**src/rtl/cold_start_pkg.sv**
```systemverilog
package cold_start_pkg;

  typedef enum logic [3:0] {
    PH_OFF   = 4'd0,
    PH_PWR   = 4'd1,
    PH_SET1  = 4'd2,
    PH_SETUP = 4'd3,
    PH_GNT   = 4'd4,
    PH_TAIL  = 4'd5,
    PH_SET2  = 4'd6,
    PH_SYNC  = 4'd7,
    PH_SET3  = 4'd8,
    PH_REL   = 4'd9,
    PH_READY = 4'd10
  } phase_e;

  // successor of a timed phase in the fixed order
  function automatic phase_e next_timed(phase_e p);
    unique case (p)
      PH_PWR:   return PH_SET1;
      PH_SET1:  return PH_SETUP;
      PH_SETUP: return PH_GNT;
      PH_GNT:   return PH_TAIL;
      PH_TAIL:  return PH_SET2;
      PH_SET2:  return PH_SYNC;
      PH_SYNC:  return PH_SET3;
      PH_SET3:  return PH_REL;
      default:  return p;
    endcase
  endfunction

  function automatic logic is_timed(phase_e p);
    return (p != PH_OFF) && (p != PH_REL) && (p != PH_READY);
  endfunction

  function automatic logic drives_bus(phase_e p);
    return (p == PH_SETUP) || (p == PH_GNT) || (p == PH_TAIL);
  endfunction

endpackage

```
**src/rtl/seq_dwell_timer.sv**
```systemverilog
module seq_dwell_timer #(
  parameter int CW = 8
) (
  input  logic          clk,
  input  logic          rst_n,
  input  logic          load_i,
  input  logic [CW-1:0] load_val_i,
  output logic          expired_o
);

  logic [CW-1:0] cnt_q;

  always_ff @(posedge clk) begin
    if (!rst_n)              cnt_q <= '0;
    else if (load_i)         cnt_q <= load_val_i;
    else if (cnt_q != '0)    cnt_q <= cnt_q - 1'b1;
  end

  assign expired_o = (cnt_q == '0);


  no_underflow_chk: assert property (@(posedge clk) disable iff (!rst_n)
    (!load_i && cnt_q == '0) |=> cnt_q == '0);


  count_step_chk: assert property (@(posedge clk) disable iff (!rst_n)
    (!load_i && cnt_q != '0) |=> cnt_q == $past(cnt_q) - 1'b1);

endmodule

```
**src/rtl/seq_req_join.sv**
```systemverilog
module seq_req_join #(
  parameter int NUM_CPU = 2
) (
  input  logic [NUM_CPU-1:0] req_n_i,
  output logic               all_o
);

  logic [NUM_CPU-1:0] seen;

  for (genvar g = 0; g < NUM_CPU; g++) begin : g_cpu
    assign seen[g] = ~req_n_i[g];
  end

  assign all_o = &seen;

endmodule

```
**src/rtl/seq_phase_fsm.sv**
```systemverilog
module seq_phase_fsm
  import cold_start_pkg::*;
#(
  parameter int T_SUPPLY     = 12,
  parameter int T_SETTLE_A   = 30,
  parameter int T_MODE_SETUP = 3,
  parameter int T_GRANT      = 2,
  parameter int T_SETTLE_B   = 25,
  parameter int T_SETTLE_C   = 20,
  parameter int CW           = 8
) (
  input  logic          clk,
  input  logic          rst_n,
  input  logic          stable_i,
  input  logic          all_req_i,
  input  logic          expired_i,
  output phase_e        phase_o,
  output logic          load_o,
  output logic [CW-1:0] load_val_o,
  output logic          enter_setup_o
);

  phase_e state_q, nxt;

  // cycles spent in each phase; untimed phases count as one
  function automatic int dwell(phase_e p);
    unique case (p)
      PH_PWR:   return T_SUPPLY;
      PH_SET1:  return T_SETTLE_A;
      PH_SETUP: return T_MODE_SETUP;
      PH_GNT:   return T_GRANT;
      PH_SET2:  return T_SETTLE_B;
      PH_SET3:  return T_SETTLE_C;
      default:  return 1;
    endcase
  endfunction

  always_comb begin
    nxt    = state_q;
    load_o = 1'b0;
    if (!stable_i) begin
      nxt    = PH_OFF;
      load_o = (state_q != PH_OFF);
    end else begin
      unique case (state_q)
        PH_OFF: begin
          nxt    = PH_PWR;
          load_o = 1'b1;
        end
        PH_REL: begin
          if (all_req_i) begin
            nxt    = PH_READY;
            load_o = 1'b1;
          end
        end
        PH_READY: nxt = PH_READY;
        default: begin
          if (is_timed(state_q) && expired_i) begin
            nxt    = next_timed(state_q);
            load_o = 1'b1;
          end
        end
      endcase
    end
  end

  assign load_val_o    = CW'(dwell(nxt) - 1);
  assign enter_setup_o = load_o && (nxt == PH_SETUP);

  always_ff @(posedge clk) begin
    if (!rst_n) state_q <= PH_OFF;
    else        state_q <= nxt;
  end

  assign phase_o = state_q;


  abort_chk: assert property (@(posedge clk) disable iff (!rst_n)
    !stable_i |=> state_q == PH_OFF);


  partial_hold_chk: assert property (@(posedge clk) disable iff (!rst_n)
    (state_q == PH_REL && stable_i && !all_req_i) |=> state_q == PH_REL);


  ready_keep_chk: assert property (@(posedge clk) disable iff (!rst_n)
    (state_q == PH_READY && stable_i) |=> state_q == PH_READY);


  no_skip_chk: assert property (@(posedge clk) disable iff (!rst_n)
    (is_timed(state_q) && !expired_i && stable_i) |=> $stable(state_q));

endmodule

```
**src/rtl/seq_out_drive.sv**
```systemverilog
module seq_out_drive
  import cold_start_pkg::*;
#(
  parameter int BUS_W = 64
) (
  input  logic             clk,
  input  logic             rst_n,
  input  phase_e           phase_i,
  input  logic             capture_i,
  input  logic [BUS_W-1:0] mode_i,
  output logic             dc_ok_o,
  output logic             sys_reset_n_o,
  output logic             sys_gnt_n_o,
  output logic             sys_resp_val_n_o,
  output logic             bus_oe_o,
  output logic [BUS_W-1:0] bus_data_o,
  output logic             ready_o
);

  logic [BUS_W-1:0] mode_q;

  always_ff @(posedge clk) begin
    if (!rst_n)         mode_q <= '0;
    else if (capture_i) mode_q <= mode_i;
  end

  assign dc_ok_o          = (phase_i != PH_OFF) && (phase_i != PH_PWR);
  assign sys_reset_n_o    = (phase_i == PH_REL) || (phase_i == PH_READY);
  assign sys_gnt_n_o      = (phase_i != PH_GNT);
  assign sys_resp_val_n_o = (phase_i != PH_SYNC);
  assign bus_oe_o         = drives_bus(phase_i);
  assign bus_data_o       = bus_oe_o ? mode_q : '0;
  assign ready_o          = (phase_i == PH_READY);


  gnt_bus_chk: assert property (@(posedge clk) disable iff (!rst_n)
    !sys_gnt_n_o |-> bus_oe_o);


  gnt_tail_chk: assert property (@(posedge clk) disable iff (!rst_n)
    ($rose(sys_gnt_n_o) && phase_i != PH_OFF) |-> bus_oe_o);


  bus_hold_chk: assert property (@(posedge clk) disable iff (!rst_n)
    (bus_oe_o && $past(bus_oe_o)) |-> $stable(bus_data_o));


  bus_idle_chk: assert property (@(posedge clk) disable iff (!rst_n)
    !bus_oe_o |-> bus_data_o == '0);


  resp_pulse_chk: assert property (@(posedge clk) disable iff (!rst_n)
    !sys_resp_val_n_o |=> sys_resp_val_n_o);


  reset_order_chk: assert property (@(posedge clk) disable iff (!rst_n)
    !dc_ok_o |-> !sys_reset_n_o);


  ready_release_chk: assert property (@(posedge clk) disable iff (!rst_n)
    ready_o |-> (sys_reset_n_o && dc_ok_o && !bus_oe_o));

endmodule

```
**src/rtl/cold_start_seq.sv**
```systemverilog
module cold_start_seq
  import cold_start_pkg::*;
#(
  parameter int NUM_CPU      = 2,
  parameter int BUS_W        = 64,
  parameter int T_SUPPLY     = 12,
  parameter int T_SETTLE_A   = 30,
  parameter int T_MODE_SETUP = 3,
  parameter int T_GRANT      = 2,
  parameter int T_SETTLE_B   = 25,
  parameter int T_SETTLE_C   = 20
) (
  input  logic               clk,
  input  logic               rst_n,
  input  logic               pwr_stable_i,
  input  logic [BUS_W-1:0]   mode_word_i,
  input  logic [NUM_CPU-1:0] cpu_req_n_i,
  output logic               dc_ok_o,
  output logic               sys_reset_n_o,
  output logic               sys_gnt_n_o,
  output logic               sys_resp_val_n_o,
  output logic               bus_oe_o,
  output logic [BUS_W-1:0]   bus_data_o,
  output logic [3:0]         phase_o,
  output logic               ready_o
);

  localparam int SPAN = T_SUPPLY + T_SETTLE_A + T_MODE_SETUP + T_GRANT
                      + T_SETTLE_B + T_SETTLE_C;
  localparam int CW   = $clog2(SPAN + 1);

  initial begin
    setup_min_chk: assert (T_MODE_SETUP >= 2);
    grant_min_chk: assert (T_GRANT >= 1);
  end

  phase_e          phase;
  logic            all_req;
  logic            expired;
  logic            load;
  logic [CW-1:0]   load_val;
  logic            enter_setup;

  seq_req_join #(.NUM_CPU(NUM_CPU)) u_join (
    .req_n_i (cpu_req_n_i),
    .all_o   (all_req)
  );

  seq_dwell_timer #(.CW(CW)) u_timer (
    .clk        (clk),
    .rst_n      (rst_n),
    .load_i     (load),
    .load_val_i (load_val),
    .expired_o  (expired)
  );

  seq_phase_fsm #(
    .T_SUPPLY     (T_SUPPLY),
    .T_SETTLE_A   (T_SETTLE_A),
    .T_MODE_SETUP (T_MODE_SETUP),
    .T_GRANT      (T_GRANT),
    .T_SETTLE_B   (T_SETTLE_B),
    .T_SETTLE_C   (T_SETTLE_C),
    .CW           (CW)
  ) u_fsm (
    .clk           (clk),
    .rst_n         (rst_n),
    .stable_i      (pwr_stable_i),
    .all_req_i     (all_req),
    .expired_i     (expired),
    .phase_o       (phase),
    .load_o        (load),
    .load_val_o    (load_val),
    .enter_setup_o (enter_setup)
  );

  seq_out_drive #(.BUS_W(BUS_W)) u_out (
    .clk              (clk),
    .rst_n            (rst_n),
    .phase_i          (phase),
    .capture_i        (enter_setup),
    .mode_i           (mode_word_i),
    .dc_ok_o          (dc_ok_o),
    .sys_reset_n_o    (sys_reset_n_o),
    .sys_gnt_n_o      (sys_gnt_n_o),
    .sys_resp_val_n_o (sys_resp_val_n_o),
    .bus_oe_o         (bus_oe_o),
    .bus_data_o       (bus_data_o),
    .ready_o          (ready_o)
  );

  assign phase_o = phase;


  release_after_sync_chk: assert property (@(posedge clk) disable iff (!rst_n)
    $rose(sys_reset_n_o) |-> $past(phase) == PH_SET3);

endmodule

```
**config.mk**
```make
export PLATFORM = sky130hd
export DESIGN_NAME = cold_start_seq
export DESIGN_NICKNAME = d
export VERILOG_FILES = /design/src/rtl/cold_start_pkg.sv /design/src/rtl/seq_dwell_timer.sv /design/src/rtl/seq_req_join.sv /design/src/rtl/seq_phase_fsm.sv /design/src/rtl/seq_out_drive.sv /design/src/rtl/cold_start_seq.sv
export SDC_FILE = /design/constraint.sdc
export NUM_CORES = 1
export LEC_CHECK = 0
export BUFFER_PORTS_ARGS = -buffer_cell sky130_fd_sc_hd__buf_2
export CORE_MARGIN = 3
export CORE_UTILIZATION = 54
export CTS_CLUSTER_DIAMETER = 40
export DETAILED_ROUTE_END_ITERATION = 10
export PLACE_DENSITY = 0.85
export SLEW_MARGIN = 40
export SYNTH_ARGS = -nofsm -noshare
export SYNTH_HDL_FRONTEND = slang
export SYNTH_HIERARCHICAL = 1
export SYNTH_SLANG_ARGS = --single-unit
```
**constraint.sdc**
```tcl
create_clock -name clk -period 8.5 [get_ports clk]
set_input_delay 1.275 -clock clk [delete_from_list [all_inputs] [get_ports clk]]
set_output_delay 1.275 -clock clk [all_outputs]
set_load 0.005 [all_outputs]
```
After elaboration in Yosys (flattened, before gate mapping)

Cells that the tools add are included.

$add $sub $neg: 2
Equality and inequality tests: 21
Mux-type cells: 13
Bitwise logic cells: 2
Reduce and logical (&&, ||, !) cells: 14

Operators with widths:

| cell                                              | count |
|---|---|
| 2-to-1 mux 64 bit                                 | 1 |
| one-hot mux 4 bit (8 select lines)                | 1 |
| one-hot mux 5 bit (6 select lines)                | 1 |
| == test 4 x 3 -> 1 bit (second input constant)    | 6 |
| == test 4 x 2 -> 1 bit (second input constant)    | 4 |
| == test 4 bit (second input constant)             | 4 |
| 2-to-1 mux 7 bit                                  | 2 |
| 2-to-1 mux 4 bit                                  | 3 |
| one-hot mux 4 bit (3 select lines)                | 1 |
| == test 4 x 1 -> 1 bit (second input constant)    | 2 |
| != test 4 x 3 -> 1 bit (second input constant)    | 2 |
| != test 4 bit (second input constant)             | 2 |
| logical NOT 7 bit                                 | 1 |
| nonzero test 7 bit                                | 1 |
| subtractor 7 x 1 -> 7 bit (second input constant) | 1 |
| subtractor 5 x 1 -> 6 bit (second input constant) | 1 |
| logical AND 1 bit                                 | 5 |
| logical NOT 4 bit                                 | 1 |
| != test 4 x 1 -> 1 bit (second input constant)    | 1 |
| nonzero test 4 bit                                | 1 |
| logical OR 1 bit                                  | 3 |
| 2-to-1 mux 1 bit                                  | 3 |
| one-hot mux 1 bit (3 select lines)                | 1 |
| NOT 1 bit                                         | 2 |
| 2 further kinds                                   | 2 |

Register bits after elaboration: 75
Output and inout port bits: 74
Word-level logic and storage cells: 55

Depth between registers and ports, before layout

Gate-level depths: netlist of the first run.

Depth in word-level cells: 11
Gate-level depth with buffers: 14
Gate-level depth less buffers: 11

Hierarchy

The synthesis of the first run kept the hierarchy.

By module, submodules not included:

| module          | times used | cells an instance | area an instance (sq um) | sequential area each (sq um) |
|---|---|---|---|---|
| seq_out_drive   | 1          | 293               | 3165.5                   | 1281.2 |
| seq_phase_fsm   | 1          | 71                | 513.0                    | 80.1 |
| seq_dwell_timer | 1          | 44                | 411.6                    | 140.1 |
| seq_req_join    | 1          | 1                 | 3.8                      | 0.0 |

Worst setup path before layout of the first run

No wires, ideal clock.

Path kind: in2reg
Start point: input port cpu_req_n_i[1]
End point: register u_out.mode_q[0]
Setup time: 116 ps
Arrival: 3170 ps
Path slack: 5214 ps
Stages: 10
Buffers on the path: 3
Cell sequence: nor2_1 -> nor2b_1 -> nor3_1 -> or4_1 -> buf_2 -> and4b_1 -> buf_2 -> buf_2 -> mux2i_1 -> nor2b_1

Word-level cells in the longest chain between the ends: 7
Elaborated cells on any way between the ends: 10
Those cells by class: 1 x eq/ne; 6 x mux; 1 x bitwise; 2 x reduce/logical

RTL lines:

| what                               | RTL line             | source |
|---|---|---|
| start, declared                    | cold_start_seq.sv:17 | `input logic [NUM_CPU-1:0] cpu_req_n_i,` |
| NOT 1 bit (*)                      | seq_req_join.sv:11   | `assign seen[g] = ~req_n_i[g];` |
| AND reduction 2 bit (*)            | seq_req_join.sv:14   | `assign all_o = &seen;` |
| 2-to-1 mux 4 bit                   | seq_phase_fsm.sv:51  | `if (all_req_i) begin` |
| one-hot mux 4 bit (3 select lines) | seq_phase_fsm.sv:45  | `unique case (state_q)` |
| 2-to-1 mux 4 bit                   | seq_phase_fsm.sv:41  | `if (!stable_i) begin` |
| == test 4 x 2 -> 1 bit             | seq_phase_fsm.sv:68  | `assign enter_setup_o = load_o && (nxt == PH_SETUP);` |
| logical AND 1 bit (*)              | seq_phase_fsm.sv:68  |  |
| via enter_setup                    | cold_start_seq.sv:42 | `logic enter_setup;` |
| end signal, assigned               | seq_out_drive.sv:24  | `else if (capture_i) mode_q <= mode_i;` |
| end, declared                      | seq_out_drive.sv:20  | `logic [BUS_W-1:0] mode_q;` |

The timed path passes the listed nets; every way through them passes the cells marked *.
A chain may end at the register's enable or synchronous reset.

Worst setup path in the final report of the first run

Start point: input port cpu_req_n_i[1]
End point: register u_out.mode_q[43]

Word-level cells in the longest chain between the ends: 7
Elaborated cells on any way between the ends: 10
Those cells by class: 1 x eq/ne; 6 x mux; 1 x bitwise; 2 x reduce/logical

RTL lines:

| what                               | RTL line             | source |
|---|---|---|
| NOT 1 bit (*)                      | seq_req_join.sv:11   |  |
| AND reduction 2 bit (*)            | seq_req_join.sv:14   |  |
| via all_req                        | cold_start_seq.sv:38 | `logic all_req;` |
| 2-to-1 mux 4 bit                   | seq_phase_fsm.sv:51  |  |
| one-hot mux 4 bit (3 select lines) | seq_phase_fsm.sv:45  |  |
| 2-to-1 mux 4 bit                   | seq_phase_fsm.sv:41  |  |
| == test 4 x 2 -> 1 bit             | seq_phase_fsm.sv:68  |  |
| logical AND 1 bit (*)              | seq_phase_fsm.sv:68  |  |
| via enter_setup                    | cold_start_seq.sv:42 |  |

Marks and branches as above.

==> key figures, run 1 <==
Hold path
  • Hold Path Class: register to register

Worst setup path
  • Worst EP required: 8.72 ns
  • CP endpoint: u_out/mode_q[43]
  • Worst Setup Start Kind: input pin
  • Reg2reg end: u_out/mode_q[43]
  • Crit path kind: input pin to register
  • Critical Path Source: cpu_req_n_i[1]
  • R2R setup slack: 4.68 ns
  • Arr. time, crit path: 4.22 ns
  • Reg2Reg Launch Point: u_timer/cnt_q[0]
  • CP Max Fanout: 36
  • FF-to-FF path depth: 9
  • Worst setup EP type: register

Routing
  • ANT nets after route: 0
  • Post-route DRC violation count: 0
  • Total wire length: 9020 um
  • Vias/cell: 5.23
  • DRT iter0 DRCs: 114
  • DR WL/cell: 14.3 um
  • Vias: 3298
  • First drt pass iteration count: 4

Synth
  • Syn_area_per_cell: 10.0 um2
  • Post-synth top area cell: dfxtp_1
  • Post-synth EDFFs: 0
  • Synthesized instance count: 409
  • Ys async rst share: 0%
  • Synth Register Bits: 75
  • Synth warnings: 6
  • Ys flop type: dfxtp_1
  • Post-Syn Area: 4090 um2
  • Yosys cell types: 56
  • Sequential element share of the synthesized area: 36.7%
  • Ranking of synthesized cells by area: dfxtp_1, mux2i_1, nor2b_1
  • Yosys top cell area share: 36.7%

Clock network
  • CTS tree: built
  • CTS root buf: clkbuf_8
  • CTS buffer count: 9
  • Gates resized, CTS repair: 0
  • Clock Latency Late Sink: 0.33 ns
  • Clock buffer depth: 2
  • H-tree depth: 3
  • Hold_buf cts: 0
  • Postcts setup bufs: 0
  • CTS clk-pin slew, worst paths: 0.08 ns
  • Clk sinks: 75

Timing
  • # setup viols final: 0
  • Fmax: 0.250 GHz
  • Fin crit share: 47.0%
  • Setup TNS: 0 ns
  • Fin. max-slew vios: 0
  • Worst Slack Setup Final: 4.51 ns
  • Slew headroom: 49.2%
  • Final critical-path required period: 3.99 ns
  • Final hold vios: 0
  • Layout Skew: 0.00980 ns
  • Worst Max-Slew Pin Slew: 0.763 ns
  • RSZ-0062 raised after global routing: no

Die
  • Core footprint: 7290 um2
  • Die X: 93.1 um
  • Initial core utilization: 56.1%
  • # IOs: 143
  • DIE AREA: 8660 um2
  • Chip height: 93.1 um
  • Rows: 31

Cells and area
  • Most frequent cells in the layout: buf_2, dfxtp_1, nor2b_1
  • N_diodes: 0
  • Commonest non-fill, non-tap cell in the layout: buf_2
  • Fill count: 601
  • Final nets: 599
  • Ratio of cells with drive above 1 in the final layout: 38.9%
  • Layout area overhead: 20.8%

Global routing
  • Gr busiest metal: met2
  • Number of global-route vias before repair: 3126
  • Grt met2 use: 35.5%
  • Global-route wire length before repair: 14600 um
  • Largest net degree at the start of global routing: 75
  • Total GRT Usage: 20.8%
  • Total global routing overflow: 0
  • Met3 usage: 3.62%
  • Initial antenna violation count: 0
  • Met1 GRT Util: 26.0%

Pwr
  • Pwr/cell area: 174 nW/um2
  • Logic gate share of total power: 21.0%
  • Sequential share of power: 45.3%
  • Net Sw Power: 0.232 mW
  • Leak: 1.88 nW
  • Peak supply drop: 0.108 mV
  • Clk pwr share: 33.6%
  • Internal power: 0.627 mW
  • Net Sw Frac: 27.0%

Place
  • Post-DP HPWL: 6300 um
  • Gpl congestion: 0.787
  • Port buffer count: 142
  • Pre-CTS setup slack: 4.08 ns

Run status
  • Outcome: complete, no violations

Flow run
  • Total of max-cap violations: 0
-- metal layers --
layer / share of wire [%] / wire length (um) / up-vias
met1: 43 / 3850 / 1528
met2: 49 / 4460 / 113
met4: 1.5 / 137 / 0
li1: - / - / 1645
met3: 6.3 / 568 / 12
met5: 0 / 0 / -
-- metrics by stage --
step                      hold WS [ns]  area [um2]  instances  util (%)  power [mW]
after floorplan                  0.475        4100        410         -       0.544
final                            0.512        4940        631      67.8       0.859
after global placement           0.489        4710        615      64.6       0.569
after global routing             0.534        4940        631      67.8       0.907
after detailed placement         0.497        4730        616      64.9       0.577
after CTS                        0.515        4940        631      67.7       0.865
-- synth_stat cells (all sizes together) (2+ instances only) --
library cell,instances
a21boi,65
a21oi,3
a22o,2
a32o,2
and2,5
and4b,2
and4bb,2
buf,27
clkbuf,11
dfxtp,75
ha,2
inv,4
mux2i,65
nand2,11
nand2b,2
nand3,5
nor2,16
nor2b,66
nor3,4
nor3b,2
o21ai,7
o31ai,3
or3,2
xnor2,6
xor2,2
-- how the worst min path moves through the flow --
stage | startpoint | to | slack, ns | cells after the start
finish | u_out/mode_q[11] | u_out/mode_q[11] | 0.51 | 2
floorplan | u_out/mode_q[10] | u_out/mode_q[10] | 0.47 | 2
detailed placement | u_out/mode_q[11] | u_out/mode_q[11] | 0.50 | 2
CTS | u_out/mode_q[11] | u_out/mode_q[11] | 0.52 | 2
global placement | u_out/mode_q[4] | u_out/mode_q[4] | 0.49 | 2
global route | u_out/mode_q[14] | u_out/mode_q[14] | 0.53 | 2
-- registers in the layout, summed over array words and instances (netlist names) --
register and count:
u_timer/cnt_q 7, u_out/mode_q 64, u_fsm/phase_o 4
-- power by group through the flow --
stage / sequential, mW / combinational (mW) / clock [mW]
4_1_cts: 0.389 / 0.181 / 0.295
6_report: 0.389 / 0.181 / 0.289
3_5_place_dp: 0.397 / 0.180 / 0
3_3_place_gp: 0.396 / 0.173 / 0
2_1_floorplan: 0.392 / 0.152 / 0
5_1_grt: 0.392 / 0.202 / 0.312
-- logic make-up (layout without fill, tap and decap cells) --
kind of cell,Yosys count,after routing,share of synthesized area [%]
xor gates and xnor gates,8,8,1.71
muxes,66,66,16.3
DFF,75,75,36.7
adders and majority gates,3,3,0.856
other,1,2,0.0916
buffers and inverters,42,164,6.75
and+or+nand+nor,125,125,18.5
AOI/OAI and AO/OA,89,89,19.2
-- final cells by class --
cell class | count | area, um2 | area share [%]
Clock buffer | 10 | 128 | 2.58
Clock inverter | 5 | 78.8 | 1.59
Inverter | 4 | 15.0 | 0.304
Multi-Input combinational cell | 293 | 2350 | 47.5
Sequential cell | 75 | 1500 | 30.4
Tap cell | 99 | 124 | 2.51
Timing Repair Buffer | 145 | 748 | 15.1
-- worst max-delay path, cell delays in order --
cell	delay (ns)
buf_2	0.10
nor2_1	0.14
nor2b_1	0.18
nor3_1	0.05
or4_1	0.69
and4b_4	0.78
buf_4	0.60
mux2i_1	0.29
nor2b_1	0.06
Power figures use the tool's default switching activity.
==> run 2, diff against run 1 <==
--- a/config.mk
+++ b/config.mk
@@ -7,10 +7,10 @@
 export LEC_CHECK = 0
 export BUFFER_PORTS_ARGS = -buffer_cell sky130_fd_sc_hd__buf_2
 export CORE_MARGIN = 3
-export CORE_UTILIZATION = 54
+export CORE_UTILIZATION = 50
 export CTS_CLUSTER_DIAMETER = 40
 export DETAILED_ROUTE_END_ITERATION = 10
-export PLACE_DENSITY = 0.85
+export PLACE_DENSITY = 0.8
 export SLEW_MARGIN = 40
 export SYNTH_ARGS = -nofsm -noshare
 export SYNTH_HDL_FRONTEND = slang
==> constraint.sdc (replaced) <==
create_clock -name clk -period 3.8 [get_ports clk]
set_input_delay 0.57 -clock clk [delete_from_list [all_inputs] [get_ports clk]]
set_output_delay 0.57 -clock clk [all_outputs]
set_load 0.005 [all_outputs]
==> run 2 against run 1 <==
  * Combinational power increased by 120%
  * First-iteration DRC count decreased by 13%
  * Final area increased by 0.56%
  * Clock power increased by 110%
  * Cell count increased by 0.79%
  * Sequential share of layout area decreased by 0.17 points
  * Via count increased by 0.52%
  * Non-clock buffer count increased by 2
  * Largest power group unchanged
  * Highest routed layer unchanged
==> key figures, run 2 (same netlist as run 1, synthesis figures left out) <==
Run status
  • Outcome: complete, no violations

Clock network
  • CTS buffer count: 9 (unchanged)
  • Gates resized, CTS repair: 0 (unchanged)
  • Postcts setup bufs: 0 (unchanged)
  • CTS clk-pin slew, worst paths: 0.08 ns (about the same)
  • H-tree depth: 3 (unchanged)
  • Clock Latency Late Sink: 0.34 ns (about the same)
  • CTS root buf: clkbuf_8
  • Clk sinks: 75 (unchanged)
  • CTS tree: built
  • Hold_buf cts: 0 (unchanged)
  • Clock buffer depth: 2 (unchanged)

Timing
  • Setup TNS: 0 ns (unchanged)
  • Fin crit share: 85.2%
  • Slew headroom: 55.3% (+6.1 points)
  • Layout Skew: 0.00889 ns (-0.000909 ns)
  • RSZ-0062 raised after global routing: no
  • Final hold vios: 0 (unchanged)
  • # setup viols final: 0 (unchanged)
  • Fin. max-slew vios: 0 (unchanged)
  • Fmax: 0.309 GHz
  • Final critical-path required period: 3.24 ns
  • Worst Slack Setup Final: 0.564 ns (-3.94 ns)
  • Worst Max-Slew Pin Slew: 0.670 ns (-0.0932 ns)

Hold path
  • Worst hold start: mode_word_i[58]
  • Hold worst-path end: u_out/mode_q[58]
  • Hold Path Class: input pin to register
  • Hold Path Stages: 3 (+1)

Routing
  • DRT iter0 DRCs: 99 (-13%)
  • Vias: 3315 (+0.52%)
  • Vias/cell: 5.21 (-0.27%)
  • First drt pass iteration count: 4 (unchanged)
  • Total wire length: 9450 um (+4.8%)
  • ANT nets after route: 0 (unchanged)
  • Post-route DRC violation count: 0 (unchanged)
  • DR WL/cell: 14.9 um (+4.0%)

Cells and area
  • Number of flip-flops in the largest register: 64 (unchanged)
  • Fill count: 710 (+18%)
  • Biggest register: u_out/mode_q
  • N_diodes: 0 (unchanged)
  • Ratio of cells with drive above 1 in the final layout: 39.1% (+0.23 points)
  • Commonest non-fill, non-tap cell in the layout: buf_2
  • Most frequent cells in the layout: buf_2, dfxtp_1, nor2b_1
  • Final nets: 601 (+0.33%)
  • Layout area overhead: 21.5%

Pwr
  • Net Sw Power: 0.523 mW (+130%)
  • Internal power: 1.37 mW (+120%)
  • Clk pwr share: 32.7% (-0.9 points)
  • Sequential share of power: 46.0% (+0.7 points)
  • Net Sw Frac: 27.6% (+0.52 points)
  • Peak supply drop: 0.221 mV (+100%)
  • Leak: 1.89 nW (+0.90%)
  • Pwr/cell area: 382 nW/um2 (+120%)
  • Logic gate share of total power: 21.3% (+0.3 points)

Global routing
  • Total global routing overflow: 0 (unchanged)
  • Initial antenna violation count: 0 (unchanged)
  • Number of global-route vias before repair: 3110 (-0.51%)
  • Largest net degree at the start of global routing: 65 (-13%)
  • Total GRT Usage: 19.6% (-1.2 points)
  • Global-route wire length before repair: 14500 um (-0.66%)

Place
  • Post-DP HPWL: 6510 um (+3.3%)
  • Gpl congestion: 0.817 (+3.8%)
  • Port buffer count: 142 (unchanged)
  • Pre-CTS setup slack: 0.610 ns (-3.47 ns)

Flow run
  • Total of max-cap violations: 0 (unchanged)

Die
  • Die X: 96.5 um (+3.7%)
  • Chip height: 96.5 um (+3.7%)
  • Initial core utilization: 52.2% (-4.0 points)
  • Core footprint: 7850 um2 (+7.6%)
  • # IOs: 143 (unchanged)
  • Rows: 32 (+3.2%)
  • DIE AREA: 9310 um2 (+7.5%)

Worst setup path
  • Worst EP required: 4.02 ns (-4.70 ns)
  • CP Max Fanout: 64 (+78%)
  • R2R setup slack: 0.56 ns (-4.12 ns)
  • Arr. time, crit path: 3.46 ns (-0.76 ns)
  • Delay-heaviest family, CP: simple AND/OR/NAND/NOR gates
  • Reg2Reg Launch Point: u_timer/cnt_q[0]
  • Reg2reg end: u_out/mode_q[39]
  • CP cell instances: inv_1 -> ha_1 -> and4b_1 -> nor3_1 -> or4_1 -> and4b_4 -> buf_12 -> mux2i_1 -> nor2b_1
  • FF-to-FF path depth: 9 (unchanged)
  • CP max stage cell: or4_1
  • Max incr delay on CP: 0.66 ns (-0.12 ns)
  • Worst Setup Start Kind: register
  • Crit path kind: register to register
  • Buf/Inv on CP: 2 (unchanged)
  • Worst setup EP type: register
## run 2: changes by cell type in the layout (fill, tap and decap cells not counted), sizes merged
cell	delta
bufinv	-1
clkinv	-1
clkbuf	+1
buf	+2
inv	+1
## run 2: metal layers
metal,vias up,GRT usage [%],wire length (um)
met5,-,0,0
met4,0,5.26,96
met3,8,3.80,528
met2,87,34.4,4750
met1,1568,24.4,4080
li1,1652,-,-
## run 2: power groups by stage
stage               logic [mW]  registers (mW)  clock network, mW
finish                   0.405           0.872              0.621
detailed placement       0.402           0.889                  0
global placement         0.389           0.887                  0
global route             0.451           0.877              0.673
CTS                      0.407           0.871              0.636
floorplan                0.341           0.877                  0
## run 2: worst min-delay path, cell delays in order
cell and delay, ns:
buf_2 0.07, mux2i_1 0.05, nor2b_1 0.09
## run 2: worst max-delay path by stage
stage | cells after the start | endpoint | slack [ns] | startpoint
floorplan | 13 | u_out/mode_q[0] | 1.08 | u_timer/cnt_q[0]
CTS | 9 | u_out/mode_q[39] | 0.60 | u_timer/cnt_q[0]
finish | 9 | u_out/mode_q[39] | 0.56 | u_timer/cnt_q[0]
global route | 9 | u_out/mode_q[41] | 0.41 | u_timer/cnt_q[0]
detailed placement | 9 | u_out/mode_q[39] | 0.61 | u_timer/cnt_q[0]
global placement | 10 | u_out/mode_q[63] | 0.78 | u_timer/cnt_q[0]
## run 2: stage by stage
stage	util, %	instance area, um2	cells	hold WS [ns]	total power, mW
2_1_floorplan	-	4100	410	0.475	1.22
3_3_place_gp	60.6	4750	620	0.488	1.28
3_5_place_dp	60.8	4770	621	0.495	1.29
4_1_cts	63.4	4970	636	0.478	1.91
5_1_grt	63.4	4970	636	0.476	2.00
6_report	63.4	4970	636	0.486	1.90
## run 2: final cells by class
type / instances / area [um2] / area share (%)
clock inverter: 4 / 48.8 / 0.981
sequential: 75 / 1500 / 30.2
multi-input combinational: 293 / 2340 / 47.1
clock buffer: 11 / 151 / 3.04
timing repair buffer: 147 / 786 / 15.8
tap: 102 / 128 / 2.57
inverter: 4 / 15.0 / 0.302
==> run 3, diff against run 2 <==
--- a/config.mk
+++ b/config.mk
@@ -5,12 +5,13 @@
 export SDC_FILE = /design/constraint.sdc
 export NUM_CORES = 1
 export LEC_CHECK = 0
+export ABC_AREA = 1
 export BUFFER_PORTS_ARGS = -buffer_cell sky130_fd_sc_hd__buf_2
 export CORE_MARGIN = 3
-export CORE_UTILIZATION = 50
+export CORE_UTILIZATION = 51
 export CTS_CLUSTER_DIAMETER = 40
 export DETAILED_ROUTE_END_ITERATION = 10
-export PLACE_DENSITY = 0.8
+export PLACE_DENSITY = 0.81
 export SLEW_MARGIN = 40
 export SYNTH_ARGS = -nofsm -noshare
 export SYNTH_HDL_FRONTEND = slang
==> run 3 against run 2 <==
  * Register-to-register slack better by 0.12 ns
  * Global-route usage is 1.8 points higher
  * Count of clock-buffer cells in the layout is 1 lower
  * First-iteration DRC count is 37% higher
  * Cell count is 20% higher
  * Via count is 17% higher
  * Clock power is 11% higher
  * Total power is 0.95% lower
  * Core utilization is 1.2 points higher
  * Die area is 0.24% higher
  * Clock skew is 0.0024 ns higher
  * Critical path type unchanged
  * Largest cell class unchanged
==> key figures, run 3 <==
Run status
  • Outcome: complete, no violations

Worst setup path
  • CP max stage cell: dfxtp_1
  • Worst setup EP type: register
  • R2R setup slack: 0.68 ns (+0.12 ns)
  • Reg2reg end: u_out/mode_q[59]
  • Worst EP required: 4.06 ns (+0.04 ns)
  • CP Max Fanout: 40 (-38%)
  • Crit path kind: register to register
  • Worst Setup Start Kind: register
  • FF-to-FF path depth: 13 (+4)
  • Reg2Reg Launch Point: u_fsm/phase_o[2]
  • CP cell instances: inv_2 -> nand3_1 -> inv_1 -> nor2_1 -> inv_1 -> a21oi_1 -> a22oi_1 -> buf_4 -> and3_1 -> inv_2 -> buf_4 -> o21ai_0 -> a21oi_1
  • Max incr delay on CP: 0.58 ns (-0.08 ns)
  • Arr. time, crit path: 3.38 ns (-0.08 ns)

Synth
  • Yosys top cell area share: 35.9% (-0.81 points)
  • Syn_area_per_cell: 7.80 um2 (-22%)
  • Ys flop type: dfxtp_1
  • Post-Syn Area: 4190 um2 (+2.3%)
  • Synth Area in Adders: 0.598% (-0.26 points)
  • Ys async rst share: 0% (unchanged)
  • Sequential element share of the synthesized area: 35.9% (-0.81 points)
  • Largest family of logic cells by synthesized area: compound AO/OA/AOI/OAI gates
  • Yosys cell types: 40 (-29%)
  • Synth Register Bits: 75 (unchanged)
  • Synth Area in Compound Gates: 31.2% (+12 points)
  • Post-Synth XOR/XNOR Area: 0.986% (-0.73 points)
  • Most common cell in the netlist: inv_1
  • Synth warnings: 6 (unchanged)
  • Post-synth EDFFs: 0 (unchanged)
  • Ranking of synthesized cells by area: dfxtp_1, a21oi_2, a21oi_1
  • Synth top cells by count: inv_1, dfxtp_1, a21oi_1, o21ai_0, a21oi_2
  • Simple-Gate Fraction of Synth Area: 16.0% (-2.5 points)
  • Post-synth top area cell: dfxtp_1
  • Synthesized instance count: 537 (+31%)
  • Mux cell area share after synthesis: 0% (-16 points)

Cells and area
  • N_diodes: 0 (unchanged)
  • Final nets: 728 (+21%)
  • Core Util, Final: 64.6% (+1.2 points)
  • Number of flip-flops in the largest register: 64 (unchanged)
  • Most frequent cells in the layout: buf_2, inv_1, dfxtp_1
  • Commonest non-fill, non-tap cell in the layout: buf_2
  • Biggest register: u_out/mode_q
  • Layout area overhead: 21.1%
  • Ratio of cells with drive above 1 in the final layout: 40.9% (+1.8 points)

Place
  • Post-DP HPWL: 7230 um (+11%)
  • Port buffer count: 142 (unchanged)
  • Gpl congestion: 0.849 (+3.9%)
  • Pre-CTS setup slack: 0.747 ns (+0.137 ns)

Pwr
  • Pwr/cell area: 371 nW/um2 (-2.8%)
  • Leak: 2.16 nW (+14%)
  • Peak supply drop: 0.167 mV (-25%)

Routing
  • ANT nets after route: 0 (unchanged)
  • DR WL/cell: 13.5 um (-9.1%)
  • First drt pass iteration count: 4 (unchanged)
  • Vias/cell: 5.10 (-2.2%)
  • Vias: 3894 (+17%)
  • DRT iter0 DRCs: 136 (+37%)
  • Post-route DRC violation count: 0 (unchanged)
  • Total wire length: 10300 um (+9.2%)

Clock network
  • CTS root buf: clkbuf_8
  • Postcts setup bufs: 0 (unchanged)
  • CTS clk-pin slew, worst paths: 0.08 ns (about the same)
  • Gates resized, CTS repair: 0 (unchanged)
  • Clock buffer depth: 2 (unchanged)
  • CTS buffer count: 9 (unchanged)
  • H-tree depth: 3 (unchanged)
  • Clock Latency Late Sink: 0.34 ns (about the same)
  • CTS tree: built
  • Clk sinks: 75 (unchanged)
  • Hold_buf cts: 0 (unchanged)

Timing
  • Final critical-path required period: 3.12 ns (-0.115 ns)
  • Final hold vios: 0 (unchanged)
  • # setup viols final: 0 (unchanged)
  • Layout Skew: 0.0113 ns (+0.00238 ns)
  • Setup TNS: 0 ns (unchanged)
  • Hold slack: 0.456 ns (-0.0295 ns)
  • RSZ-0062 raised after global routing: no
  • Worst Slack Setup Final: 0.679 ns (+0.115 ns)
  • Fin. max-slew vios: 0 (unchanged)
  • Fmax: 0.320 GHz (+3.7%)
  • Fin crit share: 82.1% (-3.0 points)
  • Worst Max-Slew Pin Slew: 0.695 ns (+0.0256 ns)
  • Slew headroom: 53.7% (-1.6 points)

Global routing
  • Gr busiest metal: met2
  • Total GRT Usage: 21.3% (+1.8 points)
  • Number of global-route vias before repair: 3749 (+21%)
  • Initial antenna violation count: 0 (unchanged)
  • Largest net degree at the start of global routing: 69 (+6.2%)
  • Global-route wire length before repair: 17000 um (+17%)
  • Met3 usage: 4.54% (+0.75 points)
  • Total global routing overflow: 0 (unchanged)
  • Grt met2 use: 36.6% (+2.2 points)
  • Met1 GRT Util: 26.8% (+2.4 points)

Die
  • Core footprint: 7850 um2 (unchanged)
  • Initial core utilization: 53.3% (+1.2 points)
  • Rows: 32 (unchanged)
  • DIE AREA: 9330 um2 (+0.24%)
  • Chip height: 96.6 um (+0.12%)
  • # IOs: 143 (unchanged)
  • Die X: 96.6 um (+0.12%)

Flow run
  • Total of max-cap violations: 0 (unchanged)

Hold path
  • Hold worst-path end: u_out/mode_q[63]
  • Hold Path Class: register to register
  • Worst hold start: u_out/mode_q[63]
  • Hold Path Stages: 2 (-1)
run 3: cell count changes in the layout (fill, tap and decap cells not counted), sizes merged, moves of 3 or more:
cell and change:
a21oi +133, nor2 +17, o21ai +63, xnor2 -6
mux2i -65, and2 -5, a21boi -65, o31ai -3
inv +89, nand3 +7, nand2 +48, nor2b -66
run 3: worst max path at each step:
stage,start,end
2_1_floorplan,u_timer/cnt_q[0],u_out/mode_q[0]
3_3_place_gp,u_fsm/phase_o[2],u_out/mode_q[39]
3_5_place_dp,u_timer/cnt_q[0],u_out/mode_q[62]
6_report,u_fsm/phase_o[2],u_out/mode_q[59]
4_1_cts,u_timer/cnt_q[0],u_out/mode_q[62]
5_1_grt,u_fsm/phase_o[2],u_out/mode_q[59]
run 3: metrics by stage:
stage	power (mW)	area [um2]	cells
after CTS	1.90	5070	764
final	1.88	5070	764
after global placement	1.19	4830	748
after global routing	1.97	5070	764
after floorplan	1.13	4190	538
after detailed placement	1.21	4840	748
run 3: logic make-up after synthesis:
logic type / Yosys count
AO/OA/AOI/OAI: 211
buffers and inverters: 133
adder cells (fa/ha/maj): 2
other: 1
flip-flops: 75
XOR/XNOR: 3
AND/OR/NAND/NOR: 112
run 3: critical path, delay by kind of cell (launching register included):
family / cells / cell delay, ns
buf+inv: 6 / 1.37
simple gates: 3 / 0.49
flops: 1 / 0.58
compound gates: 4 / 0.58
run 3: report_power, final:
| part | internal [mW] | leakage [nW] | switching (mW) |
|---|---|---|---|
| Sequential | 0.820 | 0.607 | 0.0251 |
| Clock | 0.388 | 0.108 | 0.299 |
| Combinational | 0.132 | 1.45 | 0.215 |
run 3: final cells by class:
| cell class | instances | area [um2] |
|---|---|---|
| clock inverters | 6 | 88.8 |
| inverters | 95 | 364 |
| flip-flops and latches | 75 | 1500 |
| repair buffers | 146 | 768 |
| clock buffers | 10 | 138 |
| fillers | 671 | 2780 |
| well taps | 102 | 128 |
| multi-input cells | 330 | 2080 |
run 3: layer usage:
layer,vias up,part of all wire (%),routed length [um]
met5,-,0,0
met3,12,6.4,660
met4,0,1.3,133
met1,1762,43,4450
li1,1976,-,-
met2,144,49,5080
